**config.mk**
```make
export PLATFORM = sky130hd
export DESIGN_NAME = eeprom_seq
export DESIGN_NICKNAME = d
export VERILOG_FILES = /design/src/rtl/eeprom_seq.sv
export SDC_FILE = /design/constraint.sdc
export NUM_CORES = 1
export LEC_CHECK = 0
export ABC_AREA = 0
export BUFFER_PORTS_ARGS = -buffer_cell sky130_fd_sc_hd__buf_4
export CORE_ASPECT_RATIO = 0.9
export CORE_UTILIZATION = 45
export DETAILED_ROUTE_END_ITERATION = 8
export HOLD_SLACK_MARGIN = 0.03
export PLACE_DENSITY_LB_ADDON = 0.25
export SLEW_MARGIN = 30
export SYNTH_ARGS = -nofsm -noshare
export SYNTH_HDL_FRONTEND = slang
export SYNTH_SLANG_ARGS = --single-unit
```
**constraint.sdc**
```tcl
create_clock -name clk -period 4.3 [get_ports clk]
set_input_delay 0.215 -clock clk [delete_from_list [all_inputs] [get_ports clk]]
set_output_delay 0.215 -clock clk [all_outputs]
set_load 0.05 [all_outputs]
```
**src/rtl/eeprom_seq.sv**
```systemverilog
module eeprom_seq #(
  parameter int AW      = 6,
  parameter int MIN_CYC = 10000
) (
  input  logic          clk,
  input  logic          por_n,
  input  logic          rst_n,
  input  logic          sel,
  input  logic          we,
  input  logic [AW:0]   addr,
  input  logic [7:0]    wdata,
  output logic [7:0]    rdata,
  output logic          err,
  output logic [2:0]    err_code
);
  localparam int N  = 1 << AW;
  localparam int CW = $clog2(MIN_CYC + 1);
  localparam logic [AW:0] CFG_IDX = (AW+1)'(N);

  logic [7:0]    mem [0:N];
  logic [4:0]    ctrl_q;
  logic          pending_q;
  logic [AW:0]   la_q;
  logic [7:0]    ld_q;
  logic [CW-1:0] cnt_q;
  logic [7:0]    cfg_q;
  logic          err_q;
  logic [2:0]    code_q;
  logic [2:0]    code_d;

  wire is_arr  = !addr[AW];
  wire is_ctl  = addr[AW] && addr[AW-1:0] == '0;
  wire is_cfg  = addr[AW] && addr[AW-1:0] == AW'(1);
  wire wr      = sel && we;
  wire rd      = sel && !we;
  wire ctl_wr  = wr && is_ctl;
  wire cell_wr = wr && (is_arr || is_cfg);

  wire       reject  = ctl_wr && (&(wdata[4:3] & ~ctrl_q[4:3]));
  wire [4:0] nv      = wdata[3] ? wdata[4:0] : 5'd0;
  wire       ctl_ok  = ctl_wr && !reject;
  wire       finish  = ctl_ok && !nv[4] && ctrl_q[4];
  wire       do_op   = finish && pending_q;
  wire       short_t = (32'(cnt_q) + 32'd1) < 32'(MIN_CYC);
  wire       capture = cell_wr && ctrl_q[3] && !pending_q;
  wire       byte_er = ctrl_q[0] || la_q == CFG_IDX;
  wire       ctl_rst = !rst_n || !por_n;

  always_comb begin
    if (reject)                          code_d = 3'd1;
    else if (ctl_ok && nv[4] && !pending_q) code_d = 3'd2;
    else if (finish && short_t)          code_d = 3'd5;
    else if (cell_wr && !ctrl_q[3])      code_d = 3'd3;
    else if (cell_wr && pending_q)       code_d = 3'd4;
    else if (rd && is_arr && ctrl_q[3])  code_d = 3'd6;
    else                                 code_d = 3'd0;
  end

  always_ff @(posedge clk) begin
    if (ctl_rst) begin
      ctrl_q    <= '0;
      pending_q <= 1'b0;
      la_q      <= '0;
      ld_q      <= '0;
      cnt_q     <= '0;
      err_q     <= 1'b0;
      code_q    <= '0;
    end else begin
      err_q  <= code_d != 3'd0;
      code_q <= code_d;
      if (ctl_ok) ctrl_q <= nv;
      if (ctl_ok && nv[4]) cnt_q <= '0;
      else if (ctrl_q[4] && 32'(cnt_q) < 32'(MIN_CYC)) cnt_q <= cnt_q + CW'(1);
      if (capture) begin
        pending_q <= 1'b1;
        la_q      <= is_cfg ? CFG_IDX : {1'b0, addr[AW-1:0]};
        ld_q      <= wdata;
      end else if (do_op) begin
        pending_q <= 1'b0;
      end
    end
  end

  always_ff @(posedge clk) begin
    if (!por_n)     cfg_q <= 8'hFF;
    else if (!rst_n) cfg_q <= mem[N];
  end

  always_ff @(posedge clk) begin
    if (!por_n) begin
      for (int i = 0; i <= N; i++) mem[i] <= 8'hFF;
    end else if (do_op) begin
      for (int i = 0; i <= N; i++) begin
        if (!ctrl_q[2]) begin
          if (la_q == (AW+1)'(i)) mem[i] <= mem[i] & ld_q;
        end else if (byte_er) begin
          if (la_q == (AW+1)'(i)) mem[i] <= 8'hFF;
        end else if (ctrl_q[1]) begin
          if (i < N && la_q[AW:4] == (AW-3)'(i >> 4)) mem[i] <= 8'hFF;
        end else begin
          mem[i] <= 8'hFF;
        end
      end
    end
  end

  always_comb begin
    if (is_arr)      rdata = cfg_q[0] ? mem[{1'b0, addr[AW-1:0]}] : 8'h00;
    else if (is_ctl) rdata = {3'b000, ctrl_q};
    else if (is_cfg) rdata = cfg_q;
    else             rdata = 8'h00;
  end

  assign err      = err_q;
  assign err_code = code_q;
endmodule

```
After elaboration in Yosys (flattened, before gate mapping). Memories as Yosys holds them, arrays and structs flattened. Cells that the tools add are included.

Add/sub/neg operators: 2. Bitwise gates (word level): 326. Reduce and logical (&&, ||, !) cells: 39. Order comparisons: 2. Eq/ne operators: 68. Muxes and demuxes: 958.

Operators by type and width (number): $mux 8 (263); $mux 1 (687); $and 8x8->8 (65); $or 1x1->1 (259); $eq 7x6->1 const B (32); $eq 7x5->1 const B (16); $eq 7x4->1 const B (8); $eq 7x3->1 const B (4); $logic_and 1x1->1 (21); $mux 3 (6); $add 14x1->15 const B (1); $lt 15x14->1 const B (1); $add 14x1->14 const B (1); $eq 7x2->1 const B (2); $lt 14x14->1 const B (1); $logic_not 1->1 (8); $eq 7x1->1 const B (1); $eq 7x7->1 const B (1); $logic_not 7->1 (1); $mux 7 (1); $eq 3x2->1 const B (2); $eq 6x1->1 const B (1); $logic_not 6->1 (1); $mux 5 (1); 9 further kinds (11).

Register bits: 47. Memory bits (writable): 520. Memories kept: 1.

Memory list: mem (words 65, width 8, rd ports 66, clocked after Yosys merged registers in 0, write ports 65, line 20) `logic [7:0] mem [0:N];`.

Logic depth before layout (Yosys ltp). Gate-level depths: netlist (run 1).

Depth after elaboration: 16. Mapped depth: 12. Depth with buffers taken out: 8.

Worst setup path after synthesis (run 1). OpenSTA, ideal clock, no wires.

Path type: input-to-output. Start: input addr[1]. End: output rdata[5]. Arrival time: 3.246 ns. Cell stages on the path: 8. Buffers on the path: 4. Path slack: 0.839 ns. Path through: clkbuf_1 > buf_1 > clkbuf_1 > clkbuf_1 > mux4_2 > mux4_2 > mux2i_1 > o21ai_0.

Word-level cells in the longest chain between the ends: 5. Elaborated cells between the ends (all ways): 9. Classes of those cells: eq/ne: 1; mux: 4; reduce/logical: 3; memory: 1.

RTL lines: from (decl) (line 10) `input logic [AW:0] addr,`; branches (longest 4 deep; another with $mem_v2 65x8); $mux 8 (*) (line 108) `if (is_arr) rdata = cfg_q[0] ? mem[{1'b0, addr[AW-1:0]}] : 8'h00;`; to (decl) (line 12) `output logic [7:0] rdata,`.

Mark *: on every way between the ends.

==> summary.md, run 1 <==
| Metric | Value |
|---|---|
| Area Growth Syn to Fin | `10.9%` |
| Most frequent cell after synthesis | `o21ai_1` |
| Fin. Hold Viols | `0` |
| Post-Syn Area per Cell | `11.8 µm²` |
| Share of Yosys cell area claimed by the top area cell type | `49.6%` |
| Worst R2R Start | `la_q[5]` |
| Kind of critical path | `register to register` |
| Period utilisation layout | `87.8%` |
| WP data arrival | `4.14 ns` |
| FF-to-FF path depth | `9` |
| Antenna violations before repair | `1` |
| Synth area leaders | `edfxtp_1 (50%), mux4_2 (12%), a211oi_1 (9.3%), o21ai_1 (8.3%), dfxtp_1 (3.6%)` |
| Routed WL | `95700 µm` |
| Avg WL per Cell | `27.3 µm` |
| Critical Path Fanout Max | `130` |
| Max Cap Viol | `0` |
| Design Power | `0.0118 W` |
| Register-to-register setup slack | `0.52 ns` |
| Final setup violation count | `0` |
| Die Wd | `279 µm` |
| Dpl cells | `3373` |
| CP required | `4.66 ns` |
| DRT Pass-1 Iters | `6` |
| Utilization after layout | `50.9%` |
| Post-synth top cells | `o21ai_1 (514), edfxtp_1 (512), a211oi_1 (385)` |
| Final worst path period need | `3.78 ns` |
| Unique masters post-synth | `73` |
| Vias in the first global route | `22900` |
| Starting Density | `45.9%` |
| Vias/cell | `6.88` |
| Pin count of the biggest net entering global routing | `131` |
| Pleak | `8.39 nW` |
| Pin slew with the least headroom to its limit | `0.934 ns` |
| Peak Freq | `0.265 GHz` |
| Max IR drop VDD | `0.311 mV` |
| YS warnings | `0` |
| Layout cells sized above 1 | `18.6%` |
| Die area | `69900 µm²` |
| Final HPWL DP | `59000 µm` |
| Post-Syn Area | `31000 µm²` |
| CTS tree | `yes` |
| TNS Setup | `0 ns` |
| Global-route wire length before repair | `147000 µm` |
| Routed Antenna Nets | `0` |
| Post-synth top area cell | `edfxtp_1` |
| FF+latch count, synth | `567` |
| Clock Path Buffers | `3` |
| Fin cells | `3502` |
| Top FF cell, synth | `edfxtp_1` |
| Core area | `67600 µm²` |
| IO Port Bufs | `31` |
| Inserted Clock Buffers | `61` |
| FILL cells | `5799` |
| Async SR Flop Fraction | `0%` |
| Htree depth | `2` |
| Reg clk slew, reported paths | `0.06 ns` |
| Min-delay worst type | `input pin to register` |
| Pwr Density | `343 nW/µm²` |
| Slew headroom | `37.2%` |
| Clock root buffer | `clkbuf_16` |
| Syn Inst Count | `2633` |
| Max Slew Vio Count | `0` |
| Placer Congestion | `0.955` |
| Aggregate global routing overflow | `0` |
| # diodes | `0` |
| Post-Syn Nets | `2654` |
| Die Y | `251 µm` |
| I/O pin total | `32` |
| Vias | `24100` |
| CTS sink count | `567` |
| DRC viols | `0` |
| Worst Skew | `0.0343 ns` |
| Post-CTS sizing | `0` |
| Rows | `90` |
| Tot GR Track Use | `27.1%` |
| Reg-to-Reg End | `mem[32][4]` |
| DR iter-0 viols | `3397` |
| RSZ-0062 raised after global routing | `false` |
| Sequential area share after synthesis | `53.2%` |
| Setup crit start | `la_q[5]` |
| Worst hold margin | `0.114 ns` |
| Worst-Skew Late Latency | `0.66 ns` |
| CP Capture Point | `mem[32][4]` |
| Worst setup EP type | `register` |
| Status | `completed` |
| Post-layout net count | `2596` |
| Crit start category | `register` |
| EDFF count, synth | `512` |
report_power, final:
part	internal, W	total (W)	switching, W	leakage [nW]
clock	0.00301	0.00534	0.00233	0.986
combinational	0.000156	0.000457	0.000301	3.44
sequential	0.00598	0.00599	0.00000511	3.96
layer usage:
layer / track usage (%) / vias to the layer above / part of all wire, %
li1: - / 10500 / -
met1: 40.2 / 12100 / 43
met2: 39.7 / 1378 / 44
met3: 6.15 / 175 / 11
met4: 7.39 / 2 / 2.9
met5: 0 / - / 0.014
cells in the final DEF (no fill, tap or decap), types with 5 or more instances in the layout:
| cell type | n |
|---|---|
| dfxtp_1 | 47 |
| o31ai_1 | 5 |
| clkinv_1 | 13 |
| nor2_1 | 79 |
| nand3_1 | 32 |
| nand3b_1 | 5 |
| dfxtp_2 | 6 |
| xnor2_1 | 13 |
| nand2_1 | 73 |
| nor3_1 | 10 |
| buf_4 | 149 |
| inv_4 | 5 |
| a211oi_1 | 385 |
| nor2b_1 | 9 |
| buf_12 | 19 |
| a31oi_1 | 9 |
| o21ai_1 | 526 |
| nand4_1 | 7 |
| clkbuf_1 | 6 |
| a21oi_1 | 176 |
| and2_1 | 8 |
| o21bai_1 | 7 |
| dlygate4sd3_1 | 13 |
| or3_1 | 5 |
| clkbuf_16 | 62 |
| mux2i_1 | 42 |
| clkinv_2 | 14 |
| edfxtp_1 | 512 |
| bufinv_16 | 6 |
| nand2b_1 | 12 |
| mux4_2 | 160 |
| nor2_2 | 32 |
| o21ai_0 | 71 |
| o22ai_1 | 7 |
| and3_1 | 8 |
| inv_1 | 12 |
worst min-delay path by stage:
stage	startpoint	end	slack (ns)	cells past startpoint
after floorplan	wdata[0]	ld_q[0]	0.36	2
after global placement	mem[64][5]	cfg_q[5]	0.45	2
after detailed placement	mem[64][0]	cfg_q[0]	0.45	2
after CTS	sel	pending_q	0.08	4
after global routing	sel	pending_q	0.11	4
final	addr[6]	err	0.11	4
cell families (layout without fill, tap and decap cells):
| kind of cell | after synthesis | in the layout | synth area share [%] |
|---|---|---|---|
| xor gates and xnor gates | 17 | 17 | 0.480 |
| DFF | 567 | 567 | 53.2 |
| muxes | 202 | 202 | 13.0 |
| adders and majority gates | 1 | 1 | 0.0404 |
| and+or+nand+nor | 308 | 308 | 5.09 |
| buffers and inverters | 318 | 313 | 4.82 |
| AOI/OAI and AO/OA | 1220 | 1220 | 23.4 |
worst max-delay path, stage by stage, from the launching register on:
cell	delay, ns
dfxtp_1	0.75
or4b_1	0.49
o21ai_1	0.09
nand3_1	0.09
a2111oi_0	0.68
a2111oi_1	0.20
a31oi_4	0.26
buf_12	0.18
buf_12	0.37
o21ai_1	0.15
repair_timing:
action,in CTS,in global routing
hold endpoints to repair,23,0
hold buffers,13,0
setup buffers,0,0
area by class of cell:
type                            count  area [µm²]  share of cell area, %
Timing Repair Buffer              184        1670                   4.85
Tap cell                          874        1090                   3.18
Multi-Input combinational cell   1748       13100                   38.0
Sequential cell                   567       16500                   48.0
Inverter                           13        48.8                  0.142
Clock buffer                       69        1580                   4.60
Clock inverter                     47         419                   1.22
registers in the layout, summed over array words and instances (netlist names):
| register | count |
|---|---|
| cfg_q | 8 |
| err_code | 3 |
| err | 1 |
| pending_q | 1 |
| ctrl_q | 5 |
| cnt_q | 14 |
| ld_q | 8 |
| mem | 520 |
| la_q | 7 |
stage by stage:
| step | cell area, µm² | setup slack (ns) |
|---|---|---|
| 5_1_grt | 34400 | 0.516 |
| 4_1_cts | 34400 | 0.762 |
| 3_3_place_gp | 32200 | 0.725 |
| 6_report | 34400 | 0.523 |
| 3_5_place_dp | 32200 | 0.757 |
| 2_1_floorplan | 31000 | 0.839 |
Note: power is estimated with default switching activity, not from simulation.
==> run 2, diff against run 1 <==
CORE_UTILIZATION = 38   (was 45)
SLEW_MARGIN = 5   (was 30)
==> run 2 against run 1 <==
Final area up 1.2%. Sequential share of layout area down 0.53 points. Non-clock buffer count up 14. Fmax up 0.43%. Register-to-register slack better by 0.02 ns. Combinational power up 6.3%. Flip-flop and latch count unchanged. Die area up 18%. Power up 1.7%.
==> summary.md, run 2 (synthesis gave the netlist of run 1 again) <==
| Metric | Value |
|---|---|
| Final worst path period need | `3.76 ns (-0.0163 ns)` |
| TNS Setup | `0 ns (unchanged)` |
| Final HPWL DP | `59400 µm (+0.69%)` |
| Post-layout net count | `2610 (+0.54%)` |
| Area Growth Syn to Fin | `12.2%` |
| Global-route wire length before repair | `148000 µm (+0.58%)` |
| Met3 Resource Use GR | `6.24% (+0.088 points)` |
| Setup crit start | `la_q[4]` |
| Slew headroom | `17.6% (-20 points)` |
| Max Slew Vio Count | `0 (unchanged)` |
| Vias in the first global route | `23200 (+1.3%)` |
| # diodes | `0 (unchanged)` |
| IO Port Bufs | `31 (unchanged)` |
| Die area | `82700 µm² (+18%)` |
| CTS sink count | `567 (unchanged)` |
| Core area | `80100 µm² (+19%)` |
| Final instance area | `34800 µm² (+1.2%)` |
| Vias | `23800 (-1.3%)` |
| Worst setup EP type | `register` |
| Worst-Skew Late Latency | `0.64 ns (-0.02 ns)` |
| CP Depth | `9 (unchanged)` |
| Dpl cell area | `32600 µm² (+1.0%)` |
| Rows | `98 (+8.9%)` |
| Antenna violations before repair | `6 (+5)` |
| Worst R2R Start | `la_q[4]` |
| Inserted Clock Buffers | `61 (unchanged)` |
| CP bufs+invs | `2 (unchanged)` |
| Most frequent cells in the layout | `o21ai_1 (514), edfxtp_1 (512), a211oi_1 (385)` |
| Fin. Hold Viols | `0 (unchanged)` |
| Status | `completed` |
| Starting Density | `38.7% (-7.2 points)` |
| Hold path depth | `4 (unchanged)` |
| Critical Path Fanout Max | `44 (-66%)` |
| Min-delay worst type | `input pin to register` |
| Final setup violation count | `0 (unchanged)` |
| Worst path cell trace | `nand2b_1 > nor4_1 > a21oi_1 > a2111oi_0 > a2111oi_1 > a31oi_4 > buf_4 > buf_4 > o21ai_1` |
| Leading cell type in the layout, fill and taps excluded | `o21ai_1` |
| Worst slack, placed | `0.644 ns (-0.113 ns)` |
| Routed WL | `96900 µm (+1.3%)` |
| NetSw | `0.00259 W (-1.9%)` |
| Avg WL per Cell | `26.2 µm (-4.0%)` |
| Aggregate global routing overflow | `0 (unchanged)` |
| Max stage delay cell, worst path | `dfxtp_1` |
| DRC viols | `0 (unchanged)` |
| Routed Antenna Nets | `0 (unchanged)` |
| DRT Pass-1 Iters | `6 (unchanged)` |
| FILL cells | `7336 (+27%)` |
| DR iter-0 viols | `3027 (-11%)` |
| Pin slew with the least headroom to its limit | `1.23 ns (+0.295 ns)` |
| Worst Skew | `0.0315 ns (-0.00277 ns)` |
| Peak Freq | `0.266 GHz (+0.43%)` |
| Flop pwr share | `49.9% (-0.9 points)` |
| Clock Path Buffers | `3 (unchanged)` |
| Die Y | `273 µm (+8.8%)` |
| Pin count of the biggest net entering global routing | `129 (-1.5%)` |
| Clock root buffer | `clkbuf_16` |
| Register-to-register setup slack | `0.54 ns (+0.02 ns)` |
| Design Power | `0.0120 W (+1.7%)` |
| Layout cells sized above 1 | `18.6% (about the same)` |
| I/O pin total | `32 (unchanged)` |
| Reg-to-Reg End | `mem[60][4]` |
| GRT busiest layer | `met2` |
| Tot GR Track Use | `23.2% (-3.9 points)` |
| Worst hold margin | `0.0865 ns (-0.0274 ns)` |
| Cell repeated most along the worst path | `buf_4` |
| Vias/cell | `6.45 (-6.3%)` |
| Max Cap Viol | `0 (unchanged)` |
| CTS tree | `yes` |
| Delay-heaviest family, CP | `compound AO/OA/AOI/OAI gates` |
| Internal power | `0.00940 W (+2.8%)` |
| Crit start category | `register` |
| Clock power share | `46.0% (+0.7 points)` |
| Kind of critical path | `register to register` |
| Max reg flops | `520 (unchanged)` |
| Htree depth | `2 (unchanged)` |
| Pwr Density | `345 nW/µm² (+0.55%)` |
| FF-to-FF path depth | `9 (unchanged)` |
| Post-CTS setup buffer count | `0 (unchanged)` |
| Reg clk slew, reported paths | `0.07 ns (about the same)` |
| Setup ws final | `0.540 ns (+0.0163 ns)` |
| Comb pwr share | `4.0% (about the same)` |
| Biggest regs | `mem (520), cnt_q (14)` |
| WP data arrival | `4.10 ns (-0.04 ns)` |
| Max IR drop VDD | `0.388 mV (+25%)` |
| Sw frac | `21.6% (-0.80 points)` |
| Crit path largest cell delay | `0.76 ns (about the same)` |
| Period utilisation layout | `87.4% (-0.38 points)` |
| Hold path start | `addr[6]` |
| Grt met2 use | `33.6% (-6.1 points)` |
| Placer Congestion | `0.913 (-4.4%)` |
| Met1 usage | `33.6% (-6.6 points)` |
| Pleak | `8.48 nW (+1.1%)` |
| CP required | `4.64 ns (-0.02 ns)` |
| Hold EP | `err` |
| Die Wd | `303 µm (+8.8%)` |
| Top reg by flops | `mem` |
| RSZ-0062 raised after global routing | `false` |
## run 2: cell types whose count changed in the layout (fill, tap and decap cells not counted), moves of 3 or more
cell,previous run,this run
buf_4,149,161
clkinv_1,13,8
dfxtp_4,2,6
clkbuf_1,6,18
inv_4,5,0
bufinv_16,6,9
dfxtp_2,6,2
o21ai_0,71,83
o21ai_1,526,514
## run 2: stage by stage
stage | utilization [%] | cells
global route | 43.4 | 3692
global placement | 40.7 | 3561
finish | 43.4 | 3692
CTS | 43.4 | 3692
detailed placement | 40.7 | 3561
floorplan | - | 2633
## run 2: layout make-up
class / count / area, µm² / area share [%]
multi-input cells: 1748 / 13100 / 37.5
repair buffers: 198 / 1780 / 5.13
well taps: 1050 / 1310 / 3.78
clock buffers: 83 / 1670 / 4.81
clock inverters: 33 / 393 / 1.13
inverters: 13 / 48.8 / 0.140
flip-flops and latches: 567 / 16500 / 47.5
## run 2: repair_timing
item,4_1_cts,5_1_grt
hold buffers,15,0
endpoints found under the hold margin,24,0
gates resized for setup,0,0
## run 2: worst register-to-register path: stages, from the launching register on
cell and delay (ns):
dfxtp_1 0.76, nand2b_1 0.30, nor4_1 0.31, a21oi_1 0.07, a2111oi_0 0.74, a2111oi_1 0.18, a31oi_4 0.28, buf_4 0.20
buf_4 0.45, o21ai_1 0.17
## run 2: worst max-delay path by stage
stage                  to
4_1_cts        mem[60][4]
2_1_floorplan    rdata[5]
3_3_place_gp   mem[54][7]
3_5_place_dp   mem[54][5]
5_1_grt        mem[34][1]
6_report       mem[60][4]
## run 2: layer usage
layer  part of all wire, %  vias to the layer above
li1                      -                    10500
met1                    43                    11900
met2                    44                     1236
met3                    10                      178
met4                   2.8                       10
met5                 0.066                        -
## run 2: power by group through the flow
stage | clock (W) | sequential, W | combinational, W
floorplan | 0 | 0.00611 | 0.000275
detailed placement | 0 | 0.00610 | 0.000475
global placement | 0 | 0.00610 | 0.000469
global route | 0.00579 | 0.00598 | 0.000512
finish | 0.00552 | 0.00599 | 0.000486
CTS | 0.00561 | 0.00599 | 0.000485
